--- config.mk ---
export PLATFORM = sky130hd
export DESIGN_NAME = prdt_timer
export DESIGN_NICKNAME = d
export VERILOG_FILES = /design/src/rtl/prdt_pkg.sv /design/src/rtl/prdt_prescale.sv /design/src/rtl/prdt_regs.sv /design/src/rtl/prdt_count.sv /design/src/rtl/prdt_timer.sv
export SDC_FILE = /design/constraint.sdc
export NUM_CORES = 1
export LEC_CHECK = 0
export BUFFER_PORTS_ARGS = -buffer_cell sky130_fd_sc_hd__buf_4
export CORE_MARGIN = 2
export CORE_UTILIZATION = 58
export CTS_BUF_LIST = sky130_fd_sc_hd__clkbuf_16
export DETAILED_ROUTE_END_ITERATION = 12
export PLACE_DENSITY = 0.8
export SLEW_MARGIN = 20
export SYNTH_ARGS = -nofsm -noshare
export SYNTH_HDL_FRONTEND = slang
export SYNTH_SLANG_ARGS = --single-unit
--- constraint.sdc ---
create_clock -name clk -period 4.7 [get_ports clk]
set_input_delay 0.47 -clock clk [delete_from_list [all_inputs] [get_ports clk]]
set_output_delay 0.47 -clock clk [all_outputs]
set_load 0.02 [all_outputs]
--- src/rtl/prdt_pkg.sv ---
package prdt_pkg;
  localparam int OFS_CTRL = 0;
  localparam int OFS_STAT = 1;
  localparam int OFS_LOAD = 2;
  localparam int OFS_CMP  = 3;
  localparam int OFS_CNT  = 4;

  localparam int B_EN     = 0;
  localparam int B_IE     = 2;
  localparam int B_RLD    = 3;
  localparam int B_DIV_LO = 4;
  localparam int B_SWR    = 16;
  localparam int B_IMM    = 17;
  localparam int B_SRC_LO = 24;
  localparam int SRC_W    = 2;

  localparam logic [31:0] CTRL_KEEP = 32'h03FE_FFFF;

  typedef enum logic [SRC_W-1:0] {
    SRC_OFF = 2'd0,
    SRC_A0  = 2'd1,
    SRC_A1  = 2'd2,
    SRC_B   = 2'd3
  } src_sel_e;
endpackage

--- src/rtl/prdt_prescale.sv ---
module prdt_prescale #(
  parameter int DIV_W = 12
) (
  input  logic             clk,
  input  logic             rst_n,
  input  logic             run_i,
  input  logic             src_tick_i,
  input  logic             restart_i,
  input  logic [DIV_W-1:0] div_i,
  output logic             tick_o,
  output logic [DIV_W-1:0] pcnt_o
);
  logic [DIV_W-1:0] pcnt_q, pcnt_d;
  logic             pcnt_en, adv, wrap;

  always_comb begin
    adv     = run_i && src_tick_i && !restart_i;
    wrap    = adv && (pcnt_q == div_i);
    pcnt_en = adv || restart_i;
    pcnt_d  = (restart_i || wrap) ? '0 : pcnt_q + 1'b1;
  end

  always_ff @(posedge clk or negedge rst_n) begin
    if (!rst_n)       pcnt_q <= '0;
    else if (pcnt_en) pcnt_q <= pcnt_d;
  end

  assign tick_o = wrap;
  assign pcnt_o = pcnt_q;
endmodule

--- src/rtl/prdt_regs.sv ---
module prdt_regs #(
  parameter int DATA_W = 32
) (
  input  logic              clk,
  input  logic              rst_n,
  input  logic              swr_i,
  input  logic              wr_ctrl_i,
  input  logic              wr_load_i,
  input  logic              wr_cmp_i,
  input  logic [DATA_W-1:0] wdata_i,
  output logic [DATA_W-1:0] ctrl_o,
  output logic [DATA_W-1:0] load_o,
  output logic [DATA_W-1:0] cmp_o
);
  import prdt_pkg::*;

  logic [DATA_W-1:0] ctrl_q, ctrl_d, load_q, load_d, cmp_q, cmp_d;
  logic              ctrl_en, load_en, cmp_en;

  always_comb begin
    ctrl_en = wr_ctrl_i;
    load_en = wr_load_i || swr_i;
    cmp_en  = wr_cmp_i  || swr_i;
    ctrl_d  = swr_i ? '0 : (wdata_i & DATA_W'(CTRL_KEEP));
    load_d  = swr_i ? '1 : wdata_i;
    cmp_d   = swr_i ? '0 : wdata_i;
  end

  always_ff @(posedge clk or negedge rst_n) begin
    if (!rst_n) begin
      ctrl_q <= '0;
      load_q <= '1;
      cmp_q  <= '0;
    end else begin
      if (ctrl_en) ctrl_q <= ctrl_d;
      if (load_en) load_q <= load_d;
      if (cmp_en)  cmp_q  <= cmp_d;
    end
  end

  assign ctrl_o = ctrl_q;
  assign load_o = load_q;
  assign cmp_o  = cmp_q;
endmodule

--- src/rtl/prdt_count.sv ---
module prdt_count #(
  parameter int DATA_W = 32
) (
  input  logic              clk,
  input  logic              rst_n,
  input  logic              tick_i,
  input  logic              swr_i,
  input  logic              ld_now_i,
  input  logic [DATA_W-1:0] ld_val_i,
  input  logic              reload_sel_i,
  input  logic [DATA_W-1:0] reload_val_i,
  input  logic              sts_clr_i,
  output logic [DATA_W-1:0] cnt_o,
  output logic              flag_o
);
  logic [DATA_W-1:0] cnt_q, cnt_d;
  logic              flag_q, flag_d;
  logic              cnt_en, flag_en, expire;

  always_comb begin
    expire  = tick_i && (cnt_q == '0);
    cnt_en  = swr_i || ld_now_i || tick_i;
    flag_en = swr_i || expire || sts_clr_i;
    if (swr_i)         cnt_d = '1;
    else if (ld_now_i) cnt_d = ld_val_i;
    else if (expire)   cnt_d = reload_sel_i ? reload_val_i : '1;
    else               cnt_d = cnt_q - 1'b1;
    if (swr_i)       flag_d = 1'b0;
    else if (expire) flag_d = 1'b1;
    else             flag_d = 1'b0;
  end

  always_ff @(posedge clk or negedge rst_n) begin
    if (!rst_n) begin
      cnt_q  <= '1;
      flag_q <= 1'b0;
    end else begin
      if (cnt_en)  cnt_q  <= cnt_d;
      if (flag_en) flag_q <= flag_d;
    end
  end

  assign cnt_o  = cnt_q;
  assign flag_o = flag_q;
endmodule

--- src/rtl/prdt_timer.sv ---
module prdt_timer #(
  parameter int DATA_W = 32,
  parameter int ADDR_W = 3,
  parameter int DIV_W  = 12
) (
  input  logic              clk,
  input  logic              rst_n,
  input  logic              reg_wr_i,
  input  logic [ADDR_W-1:0] reg_addr_i,
  input  logic [DATA_W-1:0] reg_wdata_i,
  output logic [DATA_W-1:0] reg_rdata_o,
  input  logic              tick_a_i,
  input  logic              tick_b_i,
  output logic              irq_o
);
  import prdt_pkg::*;

  logic [1:0]        rst_sync_q;
  logic              rst_core_n;
  logic              wr_ctrl, wr_stat, wr_load, wr_cmp, swr;
  logic [DATA_W-1:0] ctrl_q, load_q, cmp_q, cnt_q;
  logic              flag_q, run, src_tick, tick;
  logic [DIV_W-1:0]  psc_cnt;
  src_sel_e          src;

  always_ff @(posedge clk or negedge rst_n) begin
    if (!rst_n) rst_sync_q <= 2'b00;
    else        rst_sync_q <= {rst_sync_q[0], 1'b1};
  end
  assign rst_core_n = rst_sync_q[1];

  always_comb begin
    wr_ctrl = reg_wr_i && (reg_addr_i == ADDR_W'(OFS_CTRL));
    wr_stat = reg_wr_i && (reg_addr_i == ADDR_W'(OFS_STAT));
    wr_load = reg_wr_i && (reg_addr_i == ADDR_W'(OFS_LOAD));
    wr_cmp  = reg_wr_i && (reg_addr_i == ADDR_W'(OFS_CMP));
    swr     = wr_ctrl && reg_wdata_i[B_SWR];
  end

  prdt_regs #(.DATA_W(DATA_W)) regs_i (
    .clk(clk), .rst_n(rst_core_n), .swr_i(swr), .wr_ctrl_i(wr_ctrl),
    .wr_load_i(wr_load), .wr_cmp_i(wr_cmp), .wdata_i(reg_wdata_i),
    .ctrl_o(ctrl_q), .load_o(load_q), .cmp_o(cmp_q)
  );

  always_comb begin
    src = src_sel_e'(ctrl_q[B_SRC_LO +: SRC_W]);
    unique case (src)
      SRC_OFF:        src_tick = 1'b0;
      SRC_A0, SRC_A1: src_tick = tick_a_i;
      SRC_B:          src_tick = tick_b_i;
      default:        src_tick = 1'b0;
    endcase
    run = ctrl_q[B_EN] && (src != SRC_OFF);
  end

  prdt_prescale #(.DIV_W(DIV_W)) psc_i (
    .clk(clk), .rst_n(rst_core_n), .run_i(run), .src_tick_i(src_tick),
    .restart_i(wr_ctrl), .div_i(ctrl_q[B_DIV_LO +: DIV_W]),
    .tick_o(tick), .pcnt_o(psc_cnt)
  );

  prdt_count #(.DATA_W(DATA_W)) cnt_i (
    .clk(clk), .rst_n(rst_core_n), .tick_i(tick), .swr_i(swr),
    .ld_now_i(wr_load && ctrl_q[B_IMM]), .ld_val_i(reg_wdata_i),
    .reload_sel_i(ctrl_q[B_RLD]), .reload_val_i(load_q),
    .sts_clr_i(wr_stat), .cnt_o(cnt_q), .flag_o(flag_q)
  );

  always_comb begin
    unique case (reg_addr_i)
      ADDR_W'(OFS_CTRL): reg_rdata_o = ctrl_q;
      ADDR_W'(OFS_STAT): reg_rdata_o = DATA_W'(flag_q);
      ADDR_W'(OFS_LOAD): reg_rdata_o = load_q;
      ADDR_W'(OFS_CMP):  reg_rdata_o = cmp_q;
      ADDR_W'(OFS_CNT):  reg_rdata_o = cnt_q;
      default:           reg_rdata_o = '0;
    endcase
  end

  assign irq_o = flag_q && ctrl_q[B_IE];
endmodule

### After elaboration in Yosys (flattened, before gate mapping)

Cells that the tools add are included.

| operators by class | value |
|---|---|
| muxes and demuxes | 12 |
| reductions and logical operators | 26 |
| eq/ne operators | 8 |
| $add $sub $neg | 2 |

Operators by type and width:

| cell | count |
|---|---|
| $mux 32 | 6 |
| $pmux 32 s5 | 1 |
| $logic_not 32->1 | 1 |
| $sub 32x1->32 const B | 1 |
| $mux 26 | 1 |
| $add 12x1->12 const B | 1 |
| $eq 12x12->1 | 1 |
| $logic_and 1x1->1 | 12 |
| $mux 12 | 1 |
| $logic_or 1x1->1 | 8 |
| $eq 3x2->1 const B | 2 |
| $eq 2x2->1 const B | 2 |
| $eq 3x1->1 const B | 1 |
| $eq 3x3->1 const B | 1 |
| $logic_not 3->1 | 1 |
| $pmux 1 s3 | 1 |
| $eq 2x1->1 const B | 1 |
| $logic_not 2->1 | 1 |
| $mux 1 | 2 |
| $reduce_bool 2->1 | 1 |
| $reduce_or 2->1 | 1 |
| $logic_not 1->1 | 1 |

| storage, ports and cells | value |
|---|---|
| input port bits | 40 |
| word-level logic and storage cells | 55 |
| register bits after elaboration | 143 |
| output and inout bits | 33 |

### Logic depth before layout (Yosys ltp)

| depth | value |
|---|---|
| word-level depth | 10 |
| mapped depth | 11 |
| depth with buffers taken out | 8 |

### By module

From an unflattened synthesis, not the netlist that was laid out.

| unflattened totals | value |
|---|---|
| cell total of the unflattened synthesis | 873 |
| area, all modules | 8,349.3 µm² |

Modules (own cells, without submodules):

| module | times used | area an instance (µm²) | seq. area each (µm²) | cells each |
|---|---|---|---|---|
| prdt_regs | 1 | 3,824.9 | 2,267.2 | 326 |
| prdt_count | 1 | 2,750.1 | 865.8 | 330 |
| prdt_timer | 1 | 967.2 | 50.0 | 131 |
| prdt_prescale | 1 | 807.0 | 300.3 | 86 |

### Worst setup path before layout

Ideal clock, no wire load.

| timing | value |
|---|---|
| path type | register to register |
| start | reg cnt_i.cnt_q[0], in the netlist cnt_i.cnt_o[0] |
| end | reg cnt_i.cnt_q[28], in the netlist cnt_i.cnt_o[28] |
| period minus slack after synthesis | 2.971 ns |
| arrival | 2.889 ns |
| cell stages (with the launch flop) | 10 |
| path buffers | 1 |
| setup time | 0.082 ns |
| data required time | 4.618 ns |
| path slack | 1.729 ns |
| cell sequence | dfstp_2 inv_1 ha_1 or4b_1 buf_2 or4_1 or4_4 or4_1 a221o_1 o31a_1 |

| between the ends | value |
|---|---|
| longest elaborated chain between the ends | 5 |
| elaborated cells between the ends (all ways) | 6 |
| classes of those cells | 1 x add/sub; 3 x mux; 2 x reduce/logical |

RTL lines:

| what | line | text |
|---|---|---|
| start: declaration | prdt_count.sv:16 | `logic [DATA_W-1:0] cnt_q, cnt_d;` |
| start signal: assignment | prdt_count.sv:38 | `if (cnt_en) cnt_q <= cnt_d;` |
| parallel branches: the longest is 2 deep, another holds $sub 32x1->32 | -- |  |
| $mux 32 * | prdt_count.sv:26 | `else if (expire) cnt_d = reload_sel_i ? reload_val_i : '1;` |
| $mux 32 * | prdt_count.sv:25 | `else if (ld_now_i) cnt_d = ld_val_i;` |
| $mux 32 * | prdt_count.sv:24 | `if (swr_i) cnt_d = '1;` |

Every way passes the cells marked *.
A chain may end at the register's enable or synchronous reset.

### Worst setup path in the final report

| timing | value |
|---|---|
| start | reg cnt_i.cnt_q[0], in the netlist cnt_i.cnt_o[0] |
| end | reg cnt_i.cnt_q[25], in the netlist cnt_i.cnt_o[25] |

The elaborated chain is that of the path after synthesis.

==> results_dict.tcl <==
set metrics [dict create \
    status "finished clean" \
    holdCritStartpoint "reg_wdata_i[31]" \
    tightest_slew_ns 0.9820 \
    end_kind "flip-flop" \
    coreArea_sq_mm 0.01309 \
    synth-compound-area-share 0.1841 \
    grt_antenna_before_repair 0 \
    grt_pass1_vias 7086 \
    io_buffers 72 \
    die_w_um 119.1 \
    grt_usage 0.3371 \
    row_count 42 \
    syn_avg_cell_area_sq_um 8.465 \
    cts-root-buf "clkbuf_16" \
    ys.flop_type "dfrtp_1" \
    cts_tree "built" \
    holdPathStages 3 \
    via_per_inst 6.378 \
    setup_violations 0 \
    drcViolationCount 0 \
    post_drt_wl_per_cell_um 20.18 \
    path_class "flip-flop to flip-flop" \
    netlist_area_sq_mm 0.007686 \
    fin_crit_sh 0.7498 \
    worstPathArrival_ns 3.85 \
    htreeDepth 4 \
    routabilityCongestion 0.9278 \
    synth_cell_types 50 \
    slew_headroom 0.3429 \
    holdPathEnd "regs_i.load_o[31]" \
    final_area_sq_mm 0.008889 \
    max_freq_mhz 283.8 \
    wirelength_um 22910 \
    drt_iter0_markers 1089 \
    post-cts-setup-buffers 0 \
    final_nets 991 \
    drv_cap 0 \
    clkTransAtPathRegs_ns 0.06 \
    synth_top_family_by_area "simple AND/OR/NAND/NOR gates" \
    placed_cell_area_sq_mm 0.008357 \
    fin_crit_ns 3.524 \
    regToRegStartpoint "cnt_i.cnt_o[0]" \
    fin_ws_ns 1.176 \
    overflow 0 \
    die_area_sq_mm 0.01419 \
    dp_hpwl_um 15070 \
    reg2reg_depth 8 \
    setup_tns_ns 0 \
    muxShareOfSynthArea 0.01205 \
    syn_to_final_growth_pct 15.64 \
    grt_pass1_wl_um 37380 \
    cts.path.max_buffers 2 \
    p_leak_uw 0.003830 \
    grt_max_degree 67 \
    vias 7239 \
    yosys.area_share.simple 0.2502 \
    diodes 0 \
    initial_core_util 0.5874 \
    cp-start-kind "flip-flop" \
    synth-edff-count 0 \
    p_per_area_mw_per_mm2 419.1 \
    async_flop_share 1.000 \
    finClkSkew_ns 0.007956 \
    dieHeight_um 119.1 \
    yosysWarnings 0 \
    ys_ff_latch 136 \
    cts_sinks 136 \
    drive_gt1_frac 0.2044 \
    ant_nets 0 \
    synthXorXnorAreaFrac 0.05356 \
    synth_fp_nets 953 \
    synth_fa_ha_area_frac 0.008139 \
    first_pass_iters 8 \
    drv_slew 0 \
    rsz0062_at_grt "no" \
    clk_latency_ns 0.43 \
    min_path_type "input pin to flip-flop" \
    r2r-end "cnt_i.cnt_o[25]" \
    reg2reg_slack_ns 1.18 \
    syn_inst 908 \
    cts_inserted_buffers 17 \
    critical_path_required_ns 5.03 \
    ios 73 \
    ys_seq_area_frac 0.4532 \
    hold_viol 0 \
    max-vdd-ir-drop_mv 0.2925 \
    crit_fanout 13 \
    post-place-ws_ns 1.329 \
]
[cells in the mapped netlist, types with 2 or more instances]
master / number / area [sq um]
mux2_2: 2 / 22.52
a221oi_1: 4 / 35.03
nor2b_1: 5 / 31.28
nand4_1: 12 / 75.07
nor4_1: 12 / 75.07
buf_1: 2 / 7.510
o21ai_0: 59 / 295.3
dfstp_2: 64 / 1682
dfrtp_1: 72 / 1802
nand3b_1: 4 / 30.03
ha_1: 5 / 62.56
nand2b_1: 27 / 168.9
o22ai_1: 2 / 12.51
or3_1: 2 / 12.51
o21a_1: 8 / 60.06
nor3_1: 26 / 130.1
o211ai_1: 12 / 90.09
nand3_1: 53 / 265.3
o221ai_1: 2 / 17.52
a31o_2: 3 / 26.28
nor2_1: 51 / 191.4
o31ai_1: 2 / 15.01
xnor2_1: 27 / 236.5
a22o_1: 27 / 236.5
clkbuf_1: 70 / 262.8
or4_1: 8 / 60.06
a31oi_1: 7 / 43.79
inv_1: 5 / 18.77
nand2_1: 200 / 750.7
xor2_1: 20 / 175.2
a221o_1: 25 / 250.2
a21oi_1: 60 / 300.3
and3_1: 3 / 18.77
and2_1: 5 / 31.28
mux2i_1: 7 / 70.07
[area by class of cell]
class | instances | area [sq um]
fillers | 1030 | 4197
multi-input cells | 694 | 3948
flip-flops and latches | 136 | 3487
repair buffers | 92 | 693.2
clock buffers | 17 | 425.4
well taps | 176 | 220.2
clock inverters | 15 | 96.34
inverters | 5 | 18.77
[per-layer routing]
layer,wire length [um],up-vias,track usage
met5,0,-,0
met4,842,0,0.1607
met3,1887,75,0.07375
met2,10970,392,0.5374
met1,9207,3494,0.4383
li1,-,3278,-
[kinds of logic (layout without fill, tap and decap cells)]
group / Yosys count / in the layout
other: 1 / 1
AOI/OAI and AO/OA: 215 / 215
xor gates and xnor gates: 47 / 47
DFF: 136 / 136
muxes: 9 / 9
and+or+nand+nor: 417 / 417
adders and majority gates: 5 / 5
buffers and inverters: 78 / 129
[how the worst max path moves through the flow]
stage	startpoint	to	slack, ns	cells past startpoint
2_1_floorplan	rst_sync_q[1]	cnt_i.flag_o	0.74	0
3_3_place_gp	cnt_i.cnt_o[0]	cnt_i.cnt_o[29]	1.53	8
3_5_place_dp	cnt_i.cnt_o[0]	cnt_i.cnt_o[29]	1.33	8
4_1_cts	cnt_i.cnt_o[0]	cnt_i.cnt_o[29]	1.26	8
5_1_grt	cnt_i.cnt_o[0]	cnt_i.cnt_o[29]	0.93	8
6_report	cnt_i.cnt_o[0]	cnt_i.cnt_o[25]	1.18	8
[where the power goes]
part / switching, uW / internal [uW] / total (uW) / leakage (uW)
clock: 502 / 707 / 1210 / 0.000274
sequential: 287 / 1510 / 1800 / 0.00162
combinational: 371 / 346 / 718 / 0.00194
total: 1160 / 2560 / 3730 / 0.00383
[critical path, stage by stage (launching register included)]
cell	delay (ns)
dfstp_2	0.37
inv_1	0.10
ha_1	0.21
or4b_1	0.62
nor4_1	0.36
nand4_1	0.33
nor2_1	0.85
nor3_1	0.24
a221oi_1	0.34
[what timing repair did]
action / CTS / global route
setup endpoints to repair: 0 / 0
gates resized for setup: 0 / 0
hold buffers: 1 / 0
endpoints found under the hold margin: 2 / 0
[sequential cells by signal, summed over array words and instances (netlist names)]
register       count
regs_i.ctrl_o     25
cnt_i.flag_o       1
psc_i.pcnt_o      12
regs_i.load_o     32
cnt_i.cnt_o       32
regs_i.cmp_o      32
rst_sync_q         2
[through the flow]
stage          utilization  hold slack (ns)  cells  power [uW]
6_report            0.6793           0.2894   1135        3725
5_1_grt             0.6793           0.2930   1135        3903
4_1_cts             0.6793           0.2840   1135        3720
3_5_place_dp        0.6387           0.2541   1102        2513
3_3_place_gp        0.6387           0.2536   1102        2489
2_1_floorplan            -           0.1744    908        2232
[layout by cell type (no fill, tap or decap), types with 12 or more instances in the layout]
| cell type | netlist | routed |
|---|---|---|
| a21oi_1 | 60 | 60 |
| a221o_1 | 25 | 25 |
| a22o_1 | 27 | 27 |
| buf_4 | 0 | 91 |
| clkbuf_16 | 0 | 17 |
| dfrtp_1 | 72 | 71 |
| dfstp_2 | 64 | 64 |
| nand2_1 | 200 | 200 |
| nand2b_1 | 27 | 27 |
| nand3_1 | 53 | 52 |
| nand4_1 | 12 | 12 |
| nor2_1 | 51 | 50 |
| nor3_1 | 26 | 24 |
| o211ai_1 | 12 | 12 |
| o21ai_0 | 59 | 59 |
| xnor2_1 | 27 | 27 |
| xor2_1 | 20 | 20 |
(Power assumes the default switching activity.)
